===== src/rtl/irq_flag_pkg.sv =====
package irq_flag_pkg;
  localparam int unsigned REG_W = 8;
  localparam int unsigned SRC_N = 5;

  localparam int unsigned BIT_RX   = 0;
  localparam int unsigned BIT_TX   = 1;
  localparam int unsigned BIT_ERR  = 2;
  localparam int unsigned BIT_OVR  = 3;
  localparam int unsigned BIT_WAKE = 4;

  typedef enum logic [0:0] {
    DET_ANY  = 1'b0,
    DET_RISE = 1'b1
  } det_mode_e;
endpackage


===== src/rtl/irq_change_det.sv =====
module irq_change_det
  import irq_flag_pkg::*;
#(
  parameter int unsigned W    = 1,
  parameter det_mode_e   MODE = DET_ANY
) (
  input  logic         clk_i,
  input  logic         rst_ni,
  input  logic [W-1:0] sig_i,
  output logic         hit_o
);
  logic [W-1:0] prev_q;
  logic [W-1:0] hit_b;

  always_ff @(posedge clk_i or negedge rst_ni) begin
    if (!rst_ni) prev_q <= '0;
    else         prev_q <= sig_i;
  end

  for (genvar i = 0; i < W; i++) begin : g_bit
    if (MODE == DET_RISE) begin : g_rise
      assign hit_b[i] = sig_i[i] & ~prev_q[i];
    end else begin : g_any
      assign hit_b[i] = sig_i[i] ^ prev_q[i];
    end
  end

  assign hit_o = |hit_b;
endmodule


===== src/rtl/irq_flag_bank.sv =====
module irq_flag_bank #(
  parameter int unsigned N = 5
) (
  input  logic         clk_i,
  input  logic         rst_ni,
  input  logic [N-1:0] set_i,
  input  logic         clr_i,
  output logic [N-1:0] flag_o
);
  for (genvar i = 0; i < N; i++) begin : g_flag
    logic flag_q;
    // set has priority over the read clear
    always_ff @(posedge clk_i or negedge rst_ni) begin
      if (!rst_ni)       flag_q <= 1'b0;
      else if (set_i[i]) flag_q <= 1'b1;
      else if (clr_i)    flag_q <= 1'b0;
    end
    assign flag_o[i] = flag_q;
  end
endmodule


===== src/rtl/irq_flag_reg.sv =====
module irq_flag_reg
  import irq_flag_pkg::*;
#(
  parameter int unsigned FLAG_W = REG_W
) (
  input  logic              clk_i,
  input  logic              rst_ni,
  input  logic              rx_evt_i,
  input  logic              tx_evt_i,
  input  logic              err_stat_i,
  input  logic              bus_stat_i,
  input  logic              ovr_stat_i,
  input  logic              wake_evt_i,
  input  logic              rx_en_i,
  input  logic              tx_en_i,
  input  logic              err_en_i,
  input  logic              ovr_en_i,
  input  logic              wake_en_i,
  input  logic              rd_i,
  output logic [FLAG_W-1:0] flags_o,
  output logic              irq_o
);
  localparam int unsigned PAD_W = FLAG_W - SRC_N;

  logic             err_hit;
  logic             ovr_hit;
  logic [SRC_N-1:0] set_vec;
  logic [SRC_N-1:0] flag_vec;

  irq_change_det #(.W(2), .MODE(DET_ANY)) u_err_det (
    .clk_i (clk_i),
    .rst_ni(rst_ni),
    .sig_i ({bus_stat_i, err_stat_i}),
    .hit_o (err_hit)
  );

  irq_change_det #(.W(1), .MODE(DET_RISE)) u_ovr_det (
    .clk_i (clk_i),
    .rst_ni(rst_ni),
    .sig_i (ovr_stat_i),
    .hit_o (ovr_hit)
  );

  always_comb begin
    set_vec           = '0;
    set_vec[BIT_RX]   = rx_evt_i   & rx_en_i;
    set_vec[BIT_TX]   = tx_evt_i   & tx_en_i;
    set_vec[BIT_ERR]  = err_hit    & err_en_i;
    set_vec[BIT_OVR]  = ovr_hit    & ovr_en_i;
    set_vec[BIT_WAKE] = wake_evt_i & wake_en_i;
  end

  irq_flag_bank #(.N(SRC_N)) u_bank (
    .clk_i (clk_i),
    .rst_ni(rst_ni),
    .set_i (set_vec),
    .clr_i (rd_i),
    .flag_o(flag_vec)
  );

  assign flags_o = {{PAD_W{1'b0}}, flag_vec};
  assign irq_o   = |flag_vec;
endmodule


===== config.mk =====
export PLATFORM = sky130hd
export DESIGN_NAME = irq_flag_reg
export DESIGN_NICKNAME = d
export VERILOG_FILES = /design/src/rtl/irq_flag_pkg.sv /design/src/rtl/irq_change_det.sv /design/src/rtl/irq_flag_bank.sv /design/src/rtl/irq_flag_reg.sv
export SDC_FILE = /design/constraint.sdc
export NUM_CORES = 1
export LEC_CHECK = 0
export BUFFER_PORTS_ARGS = -buffer_cell sky130_fd_sc_hd__buf_2
export CORE_AREA = 4 4 41 43
export DETAILED_ROUTE_END_ITERATION = 16
export DIE_AREA = 0 0 45 47
export PLACE_DENSITY = 0.53
export REMOVE_ABC_BUFFERS = 1
export SETUP_SLACK_MARGIN = 0.1
export SLEW_MARGIN = 40
export SYNTH_ARGS = -nofsm -noshare
export SYNTH_HDL_FRONTEND = slang
export SYNTH_SLANG_ARGS = --single-unit

===== constraint.sdc =====
create_clock -name clk_i -period 1.1 [get_ports clk_i]
set_clock_uncertainty 0.1 [all_clocks]
set_input_delay 0.055 -clock clk_i [delete_from_list [all_inputs] [get_ports clk_i]]
set_output_delay 0.055 -clock clk_i [all_outputs]
set_load 0.01 [all_outputs]

==> results of run 1 <==
-- metrics by stage --
stage	util [%]	hold slack, ps
after floorplan	-	-340.6
after detailed placement	32.12	-197.4
after CTS	45.96	58.21
after global routing	48.56	78.59
final	48.56	60.97
after global placement	32.12	-194.5
-- layout by cell type, fill, tap and decap left out --
master / n
nor3_2: 1
nand3_1: 1
dlygate4sd3_1: 13
o22ai_1: 1
buf_2: 16
nand2_1: 4
o21ai_0: 3
buf_6: 5
dfrtp_1: 8
buf_4: 2
o21ai_1: 2
xor2_1: 2
conb_1: 3
clkbuf_4: 3
inv_1: 5
-- registers in the layout, summed over array words and instances, names as in the netlist --
signal and count:
u_err_det.prev_q 2, u_ovr_det.prev_q 1, u_bank.g_flag.flag_q 5
-- power breakdown --
part           internal (µW)  switching, µW
logic                    104           69.0
clock network            125            107
registers                317           12.8
total                    546            189
-- worst paths after layout --
check	start	to	depth (start not counted)
setup / recovery	u_bank.g_flag[3].flag_q$_DFFE_PN0P_	irq_o	3
hold / removal	rst_ni	u_err_det.prev_q[1]$_DFF_PN0_	2
setup reg to reg	u_bank.g_flag[3].flag_q$_DFFE_PN0P_	u_bank.g_flag[3].flag_q$_DFFE_PN0P_	4
hold reg to reg	u_ovr_det.prev_q$_DFF_PN0_	u_bank.g_flag[3].flag_q$_DFFE_PN0P_	1
max in group asynchronous	rst_ni	u_bank.g_flag[4].flag_q$_DFFE_PN0P_	2
min in group clk_i	err_stat_i	u_bank.g_flag[2].flag_q$_DFFE_PN0P_	4
-- layer usage --
metal	GRT usage [%]	wire length (µm)
met5	0	0
met4	7.018	29
met3	7.663	100
met2	20.06	505
met1	10.09	303
-- timing repair --
action	in CTS	in global routing
hold buffers	13	0
setup endpoints to repair	1	4
gates resized for setup	2	4
setup buffers	2	3
endpoints found under the hold margin	16	0
cloned	0	0
pin swaps	2	1
-- cell type report --
class / count / share of cell area (%)
Timing Repair Buffer: 36 / 44.55
Sequential cell: 8 / 31.68
Multi-Input combinational cell: 17 / 14.26
Clock buffer: 3 / 3.564
Tap cell: 15 / 2.970
Inverter: 5 / 2.970
-- cells by family (layout without fill, tap and decap cells) --
| group | count (synthesis) | after routing | synth area share, % |
|---|---|---|---|
| AOI/OAI and AO/OA | 6 | 6 | 8.772 |
| xor gates and xnor gates | 2 | 2 | 4.913 |
| buffers and inverters | 13 | 44 | 22.11 |
| DFF | 8 | 8 | 56.14 |
| other | 1 | 3 | 1.052 |
| and+or+nand+nor | 6 | 6 | 7.014 |
==> flow_metrics.env, run 1 <==
export IMPL_fillCellCount=129
export IMPL_outcome="finished with violations"
export IMPL_crit_type="reg -> out"
export IMPL_fmax_ghz=0.8538
export IMPL_cp_max_fo=2
export IMPL_grt_overflow_total=0
export IMPL_critPathMaxStageDelay_ps=400
export IMPL_drcViolationCount=0
export IMPL_io_pin_count=23
export IMPL_start_kind="flop"
export IMPL_cts_sinks=8
export IMPL_dpl_cell_area_um2=417.9
export IMPL_crit_required_ps=940
export IMPL_antenna_cells=0
export IMPL_gp_congestion=0.7321
export IMPL_ctsLongestPathBuffers=2
export IMPL_layout_cells_non_filler=84
export IMPL_synth_area_top_cells="dfrtp_1 (56%), buf_4 (17%), inv_1 (5.3%), xor2_1 (4.9%), o21ai_0 (4.2%)"
export IMPL_path_delay_family="flip-flops"
export IMPL_p_leak_uw=0.0003256
export IMPL_seq_area_frac_synth_pct=56.14
export IMPL_setup_tns_ps=-71.25
export IMPL_synth_cell_types=11
export IMPL_detail_route_antenna_nets=0
export IMPL_num_rows=13
export IMPL_synth_edff_count=0
export IMPL_worst_path_buf_inv=1
export IMPL_grt_max_degree=9
export IMPL_maxCapViolCount=0
export IMPL_vias=343
export IMPL_syn_area_um2=356.6
export IMPL_clk_pin_slew_ps=50
export IMPL_synthFlopType="dfrtp_1"
export IMPL_hold_violations=0
export IMPL_ys_top_cells_by_count="buf_4 (8), dfrtp_1 (8), inv_1 (5)"
export IMPL_insertion_delay_ps=260
export IMPL_drt_pass1_iter_count=1
export IMPL_crit_arrival_ps=1020
export IMPL_stdcell_area_um2=631.9
export IMPL_die_area_um2=2115
export IMPL_cts_buffers=3
export IMPL_io_buffers=19
export IMPL_finalPower_uw=735.1
export IMPL_dp_slack_ps=154.4
export IMPL_antenna_found_initial=0
export IMPL_fin_crit_ps=1171
export IMPL_end_kind="output port"
export IMPL_track_usage_pct=11.66
export IMPL_coreArea_um2=1301
export IMPL_multi_input_comb_area_um2=90.09
export IMPL_num_nets_final=85
export IMPL_die_x_um=45
export IMPL_rrSetupSlack_ps=140
export IMPL_syn_to_final_growth_pct=77.19
export IMPL_ys_warn_count=0
export IMPL_rsz0062_at_grt="yes"
export IMPL_grt_pass1_wl_mm=1.573
export IMPL_async_flop_share_pct=100.0
export IMPL_p_per_area_nw_per_um2=1163
export IMPL_avgViaCountPerCell=4.083
export IMPL_synth_top_area_cell="dfrtp_1"
export IMPL_detail_route_wl_per_cell_um=11.17
export IMPL_start_util_pct=27.40
export IMPL_drive_above_1_share_pct=39.13
export IMPL_cts_tree="built"
export IMPL_ys_ff_latch=8
export IMPL_path_cells="nor3_2 -> nand3_1 -> buf_2"
export IMPL_vdd_ir_drop_max_mv=0.7218
export IMPL_drt_iter0_drc=0
export IMPL_dieHeight_um=47
export IMPL_syn_inst=36
export IMPL_fin_crit_sh_pct=106.5
export IMPL_hold_path_class="in -> async"
export IMPL_clock_root_buffer="clkbuf_4"
export IMPL_postSynthAreaPerCell_um2=9.905
export IMPL_dp_cells=64
export IMPL_layout_area_seq_um2=200.2
export IMPL_violations="setup timing"
export IMPL_htree_levels=1
export IMPL_grt_pass1_vias=363
export IMPL_finalWorstSetupSlack_ps=-71.25
export IMPL_setup_viol=1
export IMPL_worst_path_max_delay_cell="dfrtp_1"
export IMPL_synth_top_area_share_pct=56.14
export IMPL_drv_slew=0
export IMPL_drt_total_wl_um=938
Note: power is estimated with default switching activity, not from simulation.
==> inputs of run 2 (changes only) <==
- CTS_CLUSTER_DIAMETER: not set -> 80
- PLACE_DENSITY: 0.53 -> 0.65
- SETUP_SLACK_MARGIN: 0.1 -> 0.2
==> run 2 against run 1 <==
Compared with the run above:
- die area unchanged
- clock power down 3%
- the run still ends with setup timing left
- maximum frequency down 0.87%
- first-iteration DRC count up 4
- critical path type unchanged
- highest routed layer is now met3
- critical endpoint unchanged
==> flow_metrics.env, run 2 (same netlist as run 1, synthesis figures left out) <==
export IMPL_startpoint="u_bank.g_flag[1].flag_q$_DFFE_PN0P_"
export IMPL_grt_pass1_wl_mm=1.324
export IMPL_drt_pass1_iter_count=3
export IMPL_drt_iter0_drc=4
export IMPL_dp_slack_ps=150.2
export IMPL_cts_buffers=3
export IMPL_io_pin_count=23
export IMPL_vias=336
export IMPL_r2r_start="u_bank.g_flag[1].flag_q$_DFFE_PN0P_"
export IMPL_fin_crit_ps=1182
export IMPL_post_route_util_pct=49.62
export IMPL_crit_required_ps=940
export IMPL_track_usage_pct=9.665
export IMPL_rsz0062_at_grt="yes"
export IMPL_avgViaCountPerCell=3.953
export IMPL_stdcell_area_um2=645.6
export IMPL_grt_pass1_vias=304
export IMPL_largest_registers="u_bank.g_flag.flag_q: 5 flops, u_err_det.prev_q: 2 flops, u_ovr_det.prev_q: 1 flops"
export IMPL_cts_tree="built"
export IMPL_layout_cells_non_filler=85
export IMPL_num_nets_final=86
export IMPL_dp_cells=64
export IMPL_outcome="finished with violations"
export IMPL_cts_sinks=8
export IMPL_drv_slew=0
export IMPL_die_area_um2=2115
export IMPL_cp_max_fo=2
export IMPL_drive_above_1_share_pct=42.86
export IMPL_clock_root_buffer="clkbuf_4"
export IMPL_crit_type="reg -> out"
export IMPL_coreArea_um2=1301
export IMPL_rrSetupSlack_ps=150
export IMPL_gp_congestion=0.6662
export IMPL_grt_overflow_total=0
export IMPL_reg2regPathDepth=4
export IMPL_htree_levels=1
export IMPL_maxCapViolCount=0
export IMPL_antenna_cells=0
export IMPL_crit_arrival_ps=1030
export IMPL_timing_rr_end="u_bank.g_flag[1].flag_q$_DFFE_PN0P_"
export IMPL_clk_pin_slew_ps=50
export IMPL_antenna_found_initial=0
export IMPL_layout_area_seq_um2=200.2
export IMPL_dp_hpwl_um=544.5
export IMPL_multi_input_comb_area_um2=96.34
export IMPL_detail_route_antenna_nets=0
export IMPL_end_kind="output port"
export IMPL_drt_total_wl_um=868
export IMPL_final_common_cell="buf_2"
export IMPL_start_kind="flop"
export IMPL_finalWorstSetupSlack_ps=-81.56
export IMPL_violations="setup timing"
export IMPL_start_util_pct=27.40
export IMPL_dpl_cell_area_um2=417.9
export IMPL_insertion_delay_ps=250
export IMPL_whs_ps=68.75
export IMPL_ctsLongestPathBuffers=2
export IMPL_fillCellCount=125
export IMPL_drcViolationCount=0
export IMPL_hold_violations=0
export IMPL_dieHeight_um=47
export IMPL_p_leak_uw=0.0003312
export IMPL_detail_route_wl_per_cell_um=10.21
export IMPL_io_buffers=19
export IMPL_vdd_ir_drop_max_mv=0.5915
export IMPL_num_rows=13
export IMPL_syn_to_final_growth_pct=81.05
export IMPL_setup_viol=3
export IMPL_largest_register="u_bank.g_flag.flag_q"
export IMPL_largest_reg_flops=5
export IMPL_final_cell_mix="buf_2 (16), dlygate4sd3_1 (13), dfrtp_1 (8)"
export IMPL_fmax_ghz=0.8463
export IMPL_p_per_area_nw_per_um2=1138
export IMPL_die_x_um=45
export IMPL_fin_crit_sh_pct=107.4
export IMPL_grt_max_degree=9
export IMPL_hold_path_class="in -> async"
## run 2: changes by cell type in the layout (fill, tap and decap cells not counted), sizes merged
| cell | change |
|---|---|
| buf | +1 |
## run 2: power by group
group / total, µW / internal (µW) / switching [µW]
clock network: 225 / 125 / 99.9
logic: 180 / 110 / 70.3
registers: 330 / 317 / 12.4
total: 735 / 552 / 183
## run 2: metal layers
metal	up-vias	global-route usage [%]	share of wire, %
li1	169	-	-
met1	148	11.50	41
met2	19	12.71	46
met3	0	8.046	13
met4	0	3.509	0
met5	-	0	0
## run 2: worst max-delay path by stage
stage / to / slack, ps / depth (start not counted)
6_report: irq_o / -80 / 3
4_1_cts: irq_o / -90 / 3
5_1_grt: irq_o / -140 / 3
3_5_place_dp: irq_o / 150 / 3
3_3_place_gp: irq_o / 170 / 3
2_1_floorplan: u_bank.g_flag[2].flag_q$_DFFE_PN0P_ / 210 / 3
## run 2: per-stage QoR
| stage | total power (µW) | TNS (ps) |
|---|---|---|
| after CTS | 727.4 | -88.80 |
| after detailed placement | 431.0 | 0 |
| after global placement | 429.3 | 0 |
| final | 734.8 | -190.7 |
| after floorplan | 374.7 | 0 |
| after global routing | 793.4 | -362.3 |
## run 2: worst max-delay path, stage by stage, from the launching register on
cell     delay [ps]
dfrtp_1         380
nor3_2          170
nand3_1          80
buf_2           140
## run 2: repair_timing
action,4_1_cts,5_1_grt
endpoints found under the hold margin,16,0
setup endpoints to repair,7,8
buffers inserted,3,2
hold buffers,13,0
resized for setup,5,4
pin swaps,5,1
## run 2: final cells by class
class	count	area share (%)
timing repair buffer	37	44.77
clock buffer	3	3.488
tap	15	2.907
inverter	5	2.907
sequential	8	31.01
multi-input combinational	17	14.92
